$ cat src/rtl/ssu_pkg.sv
// Shared types for the unbuffered serial shift unit.
package ssu_pkg;
    // Shift clock source; the encoding is part of the port contract.
    typedef enum logic [1:0] {
        SRC_STROBE   = 2'b00,
        SRC_TIMER    = 2'b01,
        SRC_EXT_RISE = 2'b10,
        SRC_EXT_FALL = 2'b11
    } ssu_src_e;
endpackage

$ cat src/rtl/ssu_sync_edge.sv
// Synchronizes an asynchronous level into the clk domain and flags its
// edges. Assumes the input stays stable for longer than STAGES+1 clocks.
module ssu_sync_edge #(
    parameter int STAGES = 2
) (
    input  logic clk,
    input  logic rst_n,
    input  logic async_i,
    output logic level_o,
    output logic rise_o,
    output logic fall_o
);
    logic [STAGES-1:0] chain_q;
    logic              prev_q;

    // Shift the asynchronous level through the synchronizer chain.
    always_ff @(posedge clk) begin
        if (!rst_n) chain_q <= '0;
        else        chain_q <= {chain_q[STAGES-2:0], async_i};
    end

    // Remember the last synchronized level for edge detection.
    always_ff @(posedge clk) begin
        if (!rst_n) prev_q <= 1'b0;
        else        prev_q <= level_o;
    end

    assign level_o = chain_q[STAGES-1];
    assign rise_o  = level_o & ~prev_q;
    assign fall_o  = ~level_o & prev_q;

    // a detected edge lasts one cycle only.
    a_r6_single_rise: assert property (@(posedge clk) disable iff (!rst_n)
        rise_o |=> !rise_o);
    a_r6_single_fall: assert property (@(posedge clk) disable iff (!rst_n)
        fall_o |=> !fall_o);
endmodule

$ cat src/rtl/ssu_shift_core.sv
// The live shift register. A host write takes priority over a shift.
// Assumes shift_en is already decoded from the selected source.
module ssu_shift_core #(
    parameter int WIDTH = 8
) (
    input  logic             clk,
    input  logic             rst_n,
    input  logic             shift_en,
    input  logic             sdi,
    input  logic             wr_en,
    input  logic [WIDTH-1:0] wr_data,
    output logic [WIDTH-1:0] data_o
);
    logic [WIDTH-1:0] data_q;

    // Load on write, otherwise shift left with sdi into bit 0.
    always_ff @(posedge clk) begin
        if (!rst_n)        data_q <= '0;
        else if (wr_en)    data_q <= wr_data;
        else if (shift_en) data_q <= {data_q[WIDTH-2:0], sdi};
    end

    assign data_o = data_q;

    // a write always lands, even with a shift in the same cycle.
    a_r3_write_wins: assert property (@(posedge clk) disable iff (!rst_n)
        wr_en |=> data_o == $past(wr_data));
    // a shift moves the old contents left and takes sdi in bit 0.
    a_r4_shift_left: assert property (@(posedge clk) disable iff (!rst_n)
        (shift_en && !wr_en) |=> data_o == {$past(data_o[WIDTH-2:0]), $past(sdi)});
    // no event, no change.
    a_r9_hold: assert property (@(posedge clk) disable iff (!rst_n)
        (!shift_en && !wr_en) |=> $stable(data_o));
endmodule

$ cat src/rtl/ssu_out_latch.sv
// Output latch between the MSB and the serial output pin. While open_i is
// high the output follows the MSB in the same cycle. While it is low the
// output holds the last value seen while open.
module ssu_out_latch (
    input  logic clk,
    input  logic rst_n,
    input  logic open_i,
    input  logic msb_i,
    output logic sdo_o
);
    logic held_q;

    // Capture the MSB whenever the latch is open.
    always_ff @(posedge clk) begin
        if (!rst_n)      held_q <= 1'b0;
        else if (open_i) held_q <= msb_i;
    end

    assign sdo_o = open_i ? msb_i : held_q;

    // a closed latch keeps the output steady.
    a_r8_closed_holds: assert property (@(posedge clk) disable iff (!rst_n)
        (!open_i && $past(!open_i)) |-> $stable(sdo_o));
endmodule

$ cat src/rtl/ser_shift_unit.sv
// Top of the unbuffered serial shift unit. Selects the shift source, sets
// the phase of the output latch and connects the live register to the host.
// Assumes tmr_ovf and sw_strobe are single-cycle pulses in the clk domain.
module ser_shift_unit
    import ssu_pkg::*;
#(
    parameter int WIDTH       = 8,
    parameter int SYNC_STAGES = 2
) (
    input  logic             clk,
    input  logic             rst_n,
    input  logic [1:0]       src_sel,
    input  logic             sdi,
    input  logic             sclk,
    input  logic             tmr_ovf,
    input  logic             sw_strobe,
    input  logic             wr_en,
    input  logic [WIDTH-1:0] wr_data,
    output logic [WIDTH-1:0] rd_data,
    output logic             sdo
);
    localparam int MSB = WIDTH - 1;

    ssu_src_e src;
    logic     sclk_lvl, sclk_rise, sclk_fall;
    logic     shift_en, latch_open;

    assign src = ssu_src_e'(src_sel);

    ssu_sync_edge #(.STAGES(SYNC_STAGES)) u_sync (
        .clk(clk), .rst_n(rst_n), .async_i(sclk),
        .level_o(sclk_lvl), .rise_o(sclk_rise), .fall_o(sclk_fall)
    );

    // Pick the shift event and the latch phase for the selected source.
    always_comb begin
        unique case (src)
            SRC_STROBE:   begin shift_en = sw_strobe; latch_open = 1'b1;      end
            SRC_TIMER:    begin shift_en = tmr_ovf;   latch_open = 1'b1;      end
            SRC_EXT_RISE: begin shift_en = sclk_rise; latch_open = ~sclk_lvl; end
            default:      begin shift_en = sclk_fall; latch_open = sclk_lvl;  end
        endcase
    end

    ssu_shift_core #(.WIDTH(WIDTH)) u_core (
        .clk(clk), .rst_n(rst_n), .shift_en(shift_en), .sdi(sdi),
        .wr_en(wr_en), .wr_data(wr_data), .data_o(rd_data)
    );

    ssu_out_latch u_latch (
        .clk(clk), .rst_n(rst_n), .open_i(latch_open),
        .msb_i(rd_data[MSB]), .sdo_o(sdo)
    );

    // with an internal source the pin always shows the MSB.
    a_r7_internal_open: assert property (@(posedge clk) disable iff (!rst_n)
        (src_sel[1] == 1'b0) |-> sdo == rd_data[MSB]);
    // an external clock change alone never moves the register while the strobe is selected.
    a_r5_strobe_only: assert property (@(posedge clk) disable iff (!rst_n)
        (src == SRC_STROBE && !sw_strobe && !wr_en) |=> $stable(rd_data));
endmodule

$ cat config.mk
export PLATFORM = sky130hd
export DESIGN_NAME = ser_shift_unit
export DESIGN_NICKNAME = d
export VERILOG_FILES = /design/src/rtl/ssu_pkg.sv /design/src/rtl/ssu_sync_edge.sv /design/src/rtl/ssu_shift_core.sv /design/src/rtl/ssu_out_latch.sv /design/src/rtl/ser_shift_unit.sv
export SDC_FILE = /design/constraint.sdc
export NUM_CORES = 1
export LEC_CHECK = 0
export ABC_AREA = 1
export BUFFER_PORTS_ARGS = -buffer_cell sky130_fd_sc_hd__buf_2
export CAP_MARGIN = 20
export CORE_MARGIN = 5
export CORE_UTILIZATION = 45
export DETAILED_ROUTE_END_ITERATION = 7
export PLACE_DENSITY = 0.81
export SYNTH_ARGS = -nofsm -noshare
export SYNTH_HDL_FRONTEND = slang
export SYNTH_HIERARCHICAL = 1
export SYNTH_SLANG_ARGS = --single-unit
$ cat constraint.sdc
create_clock -name clk -period 1.5 [get_ports clk]
set_input_delay 0.075 -clock clk [delete_from_list [all_inputs] [get_ports clk]]
set_output_delay 0.075 -clock clk [all_outputs]
set_load 0.01 [all_outputs]
; ---- After elaboration in Yosys (flattened, before gate mapping)
; Cells that the tools add are included.
[totals]
reg_bits = 12
inputBits = 17
out_inout_bits = 9
elab_cells = 18
[op_classes]
n_eq_ne = 2
n_mux = 5
bitwise = 4
n_reduce_logical = 3
[ops]
columns = operator, n
row1 = two-way mux 8 bit, 2
row2 = one-hot mux 1 bit (3 select lines), 1
row3 = bitwise AND 1 bit, 2
row4 = "== test 2 x 1 -> 1 bit, second input constant", 1
row5 = "== test 2 bit, second input constant", 1
row6 = zero test 2 bit, 1
row7 = inverter 1 bit, 2
row8 = one-hot mux 1 bit (2 select lines), 1
row9 = nonzero test 2 bit, 1
row10 = OR reduction 2 bit, 1
row11 = two-way mux 1 bit, 1

; ---- Logic depth before layout (Yosys ltp)
[depth]
word_depth = 5
depth_mapped = 12
ltp_nobuf = 11

; ---- By module
; Netlist, hierarchy kept.
[by_module_without_submodules]
columns = module, instances, cells_per_inst, area_per_inst_um2, seq_area_each_um2
row1 = ssu_shift_core, 1, 63, 411.6, 160.2
row2 = ssu_sync_edge, 1, 13, 100.1, 60.1
row3 = ser_shift_unit, 1, 15, 61.3, 0.0
row4 = ssu_out_latch, 1, 10, 58.8, 20.0

; ---- Worst setup path after synthesis
; No wires, ideal clock.
[synth_path]
path_kind = reg-to-reg
start = register u_sync.chain_q[1]
end = register u_core.data_q[1], in the netlist u_core/data_o[1]
setup_ns = 0.109
arrival_ns = 1.065
required_time_ns = 1.391
path_slack_ns = 0.326
path_stages_with_launch = 13
n_path_buf = 1
synth_period_minus_slack_ns = 1.174
path_cell_list = dfxtp_1 inv_1 nor2_2 inv_1 nand2_1 nand3_1 nand2_1 buf_4 nor2_8 nand2_1 nand3_1 nand2_1 inv_1
[synth_between]
elab_cells_between_ends = 5
classes_between = mux (1) / bitwise (3) / reduce/logical (1)
[synth_rtl]
columns = item, line_no
row1 = from (decl), ssu_sync_edge.sv:13  ; logic [STAGES-1:0] chain_q;
row2 = from (signal assigned), ssu_sync_edge.sv:19  ; else chain_q <= {chain_q[STAGES-2:0], async_i};
row3 = bitwise AND 1 bit, ssu_sync_edge.sv:29  ; assign rise_o = level_o & ~prev_q;
row4 = named net sclk_rise, ser_shift_unit.sv:25  ; logic sclk_lvl, sclk_rise, sclk_fall;
row5 = one-hot mux 1 bit (3 select lines), ser_shift_unit.sv:37  ; unique case (src)
row6 = named net shift_en, ser_shift_unit.sv:26  ; logic shift_en, latch_open;
row7 = nonzero test 2 bit (no line), --
row8 = to (signal assigned), ssu_shift_core.sv:19  ; else if (wr_en) data_q <= wr_data;
row9 = to (signal assigned), ssu_shift_core.sv:20  ; else if (shift_en) data_q <= {data_q[WIDTH-2:0], sdi};
row10 = to (decl), ssu_shift_core.sv:14  ; logic [WIDTH-1:0] data_q;
; The timed path passes the listed nets, and every way through them passes these cells.
; A chain may end at the register's enable or synchronous reset.

; ---- Worst setup path in the final report
[layout_path]
start = register u_sync.chain_q[1]
end = register u_core.data_q[0], in the netlist u_core/data_o[0]
; The elaborated chain is that of the path after synthesis.

==> flow_metrics.env <==
export IMPL_status="finished, final reports clean"
export IMPL_clk_latency_ns=0.27
export IMPL_path_clk_slew_ns=0.08
export IMPL_comb_power_share=0.183
export IMPL_layout_nets=147
export IMPL_synth_seq_area_share=0.380
export IMPL_fin_crit_ns=1.30
export IMPL_clk_path_buf_depth=2
export IMPL_clock_skew_ns=0.00680
export IMPL_num_rows=13
export IMPL_cts_made_buffers=3
export IMPL_setup_ws_ns=0.196
export IMPL_area_growth_pct=27.5
export IMPL_slowest_stage="dfxtp_1"
export IMPL_htreeDepth=1
export IMPL_drtIter0Drc=16
export IMPL_final_max_slew_viol_count=0
export IMPL_worst_pin_slew_ns=0.250
export IMPL_post_route_util=0.612
export IMPL_postPlaceCellArea_um2=757
export IMPL_worstPathArrival_ns=1.48
export IMPL_initial_utilization=0.480
export IMPL_fin_tns_setup_ns=0
export IMPL_cp_cell_sequence="inv_1 > nor2_2 > inv_1 > nand2_1 > nand3_1 > nand2_2 > nor2_8 > nand2_1 > nand3_1 > nand2_1 > inv_1"
export IMPL_fmax_mhz=767
export IMPL_ant_nets=0
export IMPL_grt_start_max_net_pins=12
export IMPL_power_frac_clock=0.346
export IMPL_avgSynthCellArea_um2=6.26
export IMPL_netlist_area_um2=632
export IMPL_yosys_area_top_type="dfxtp_1"
export IMPL_end_kind="flip-flop"
export IMPL_intPower_uw=543
export IMPL_syn_inst=101
export IMPL_start_kind="flip-flop"
export IMPL_n_fill_cell=131
export IMPL_peakVddDrop_mv=0.544
export IMPL_pin_count=26
export IMPL_ctsRootBufferMaster="clkbuf_4"
export IMPL_die_h_um=47.5
export IMPL_min_to="u_core/data_o[1]"
export IMPL_synth_area_top_cells="dfxtp_1 38%, nand2_1 23%, inv_1 14%"
export IMPL_rr_worst_depth=11
export IMPL_synth_fp_nets=118
export IMPL_fin_crit_sh=0.869
export IMPL_drive_above_1_share=0.279
export IMPL_rrSetupSlack_ns=0.20
export IMPL_crit_family="simple AND/OR/NAND/NOR gates"
export IMPL_total_power_uw=746
export IMPL_vias=660
export IMPL_maxCapViolations=0
export IMPL_port_buffers=25
export IMPL_drt_first_pass_iters=4
export IMPL_max_slew_margin_rel=0.834
export IMPL_hp_class="primary input to flip-flop"
export IMPL_p_leak_uw=0.000517
export IMPL_routabilityCongestion=0.830
export IMPL_rsz0062_at_grt="false"
export IMPL_worstReg2RegStart="u_sync/chain_q[1]"
export IMPL_ys_ff_latch=12
export IMPL_worst_path_buf_inv=3
export IMPL_hold_viol_final=0
export IMPL_post_dp_hpwl_um=1020
export IMPL_grt_pass1_vias=570
export IMPL_path_class="flip-flop to flip-flop"
export IMPL_core_um2=1320
export IMPL_cts_tree="done"
export IMPL_diodes=0
export IMPL_switchingPower_uw=203
export IMPL_die_x_um=47.5
export IMPL_viasPerCell=4.58
export IMPL_whs_path_depth=5
export IMPL_post_cts_buffers=0
export IMPL_worst_ep_required_time_ns=1.68
export IMPL_setup_violations=0
export IMPL_drc=0
export IMPL_reg2reg_to="u_core/data_o[0]"
export IMPL_yosysWarnings=6
export IMPL_hp_start="wr_data[1]"
export IMPL_globalRouteOverflowTotal=0
export IMPL_cp_slowest_stage_delay_ns=0.39
export IMPL_cts_sinks=12
export IMPL_p_seq_frac=0.470
export IMPL_final_cell_area_um2=806
export IMPL_routedWlPerCell_um=9.24
export IMPL_synth_top_cell_area_share=0.380
export IMPL_place_ws_ns=0.109
export IMPL_antenna_found_initial=0
export IMPL_cp_max_fo=9
export IMPL_gr_usage_all_layers=0.143
export IMPL_wirelength_um=1330
export IMPL_powerDensity_nw_per_um2=925
export IMPL_p_sw_frac=0.272
export IMPL_die_area_um2=2250
export IMPL_ys_types=13
export IMPL_grt_pass1_wl_um=2260
-- cell usage after synthesis --
master and number:
o21ai_1 1, nor2_8 1, buf_6 1, nand2_1 38, inv_1 24, buf_4 1, inv_2 2, a21oi_1 3
nor2_1 1, nor2_2 2, nand2_2 1, dfxtp_1 12, nand3_1 14
-- placed cells by master, fill, tap and decap left out --
master / count
o21ai_1: 1
buf_2: 25
nand2_2: 2
inv_2: 2
a21oi_1: 3
clkbuf_8: 1
nor2_2: 2
nand2_1: 37
nor2_8: 1
clkbuf_4: 3
dfxtp_1: 12
nor2_1: 1
inv_1: 24
dlygate4sd3_1: 1
nand3_1: 14
-- power groups by stage --
stage | sequential (uW) | clock, uW | combinational [uW]
2_1_floorplan | 363 | 0 | 81.3
3_3_place_gp | 358 | 0 | 131
3_5_place_dp | 358 | 0 | 134
4_1_cts | 351 | 267 | 137
5_1_grt | 353 | 287 | 156
6_report | 351 | 258 | 137
-- registers in the layout, indices dropped and copies added, names as in the netlist --
signal / count
u_sync/prev_q: 1
u_sync/chain_q: 2
u_core/data_o: 8
u_latch/held_q: 1
-- per-stage QoR --
stage | hold WS [ns] | std cells
floorplan | 0.168 | 101
global placement | 0.252 | 139
detailed placement | 0.257 | 139
CTS | 0.0914 | 144
global route | 0.102 | 144
finish | 0.100 | 144
-- final cells by class --
type / count / area (um^2) / area share
timing repair buffer: 26 / 135 / 0.168
clock buffer: 4 / 36.3 / 0.0450
inverter: 26 / 97.6 / 0.121
multi-input combinational: 61 / 278 / 0.345
tap: 15 / 18.8 / 0.0233
sequential: 12 / 240 / 0.298
-- worst max path at each step --
| stage | startpoint | endpoint | slack, ns | cells past startpoint |
|---|---|---|---|---|
| final | u_sync/chain_q[1] | u_core/data_o[0] | 0.20 | 11 |
| after global routing | u_sync/chain_q[1] | u_core/data_o[7] | 0.05 | 11 |
| after CTS | u_sync/chain_q[1] | u_core/data_o[0] | 0.1 | 11 |
| after detailed placement | u_sync/chain_q[1] | u_core/data_o[0] | 0.11 | 11 |
| after global placement | u_sync/chain_q[1] | u_core/data_o[3] | 0.16 | 11 |
| after floorplan | u_sync/chain_q[1] | u_core/data_o[1] | 0.33 | 12 |
-- worst register-to-register path, stage by stage, from the launching register on --
cell,delay (ns)
dfxtp_1,0.39
inv_1,0.07
nor2_2,0.07
inv_1,0.04
nand2_1,0.05
nand3_1,0.08
nand2_2,0.21
nor2_8,0.07
nand2_1,0.08
nand3_1,0.06
nand2_1,0.06
inv_1,0.04
-- repair_timing --
action,in CTS,in global routing
endpoints found under the hold margin,1,0
endpoints found under the setup margin,0,8
resized for setup,0,1
hold buffers,1,0
-- per-layer routing --
metal  wire length, um  track usage
met3               161       0.0338
met5                 0            0
met1               579        0.185
met4                17       0.0829
met2               571        0.217
-- logic make-up after synthesis --
| family | Yosys count | share of synthesized area |
|---|---|---|
| DFF | 12 | 0.380 |
| AOI/OAI and AO/OA | 4 | 0.0317 |
| and+or+nand+nor | 57 | 0.404 |
| buffers and inverters | 28 | 0.184 |
(Power assumes the default switching activity.)
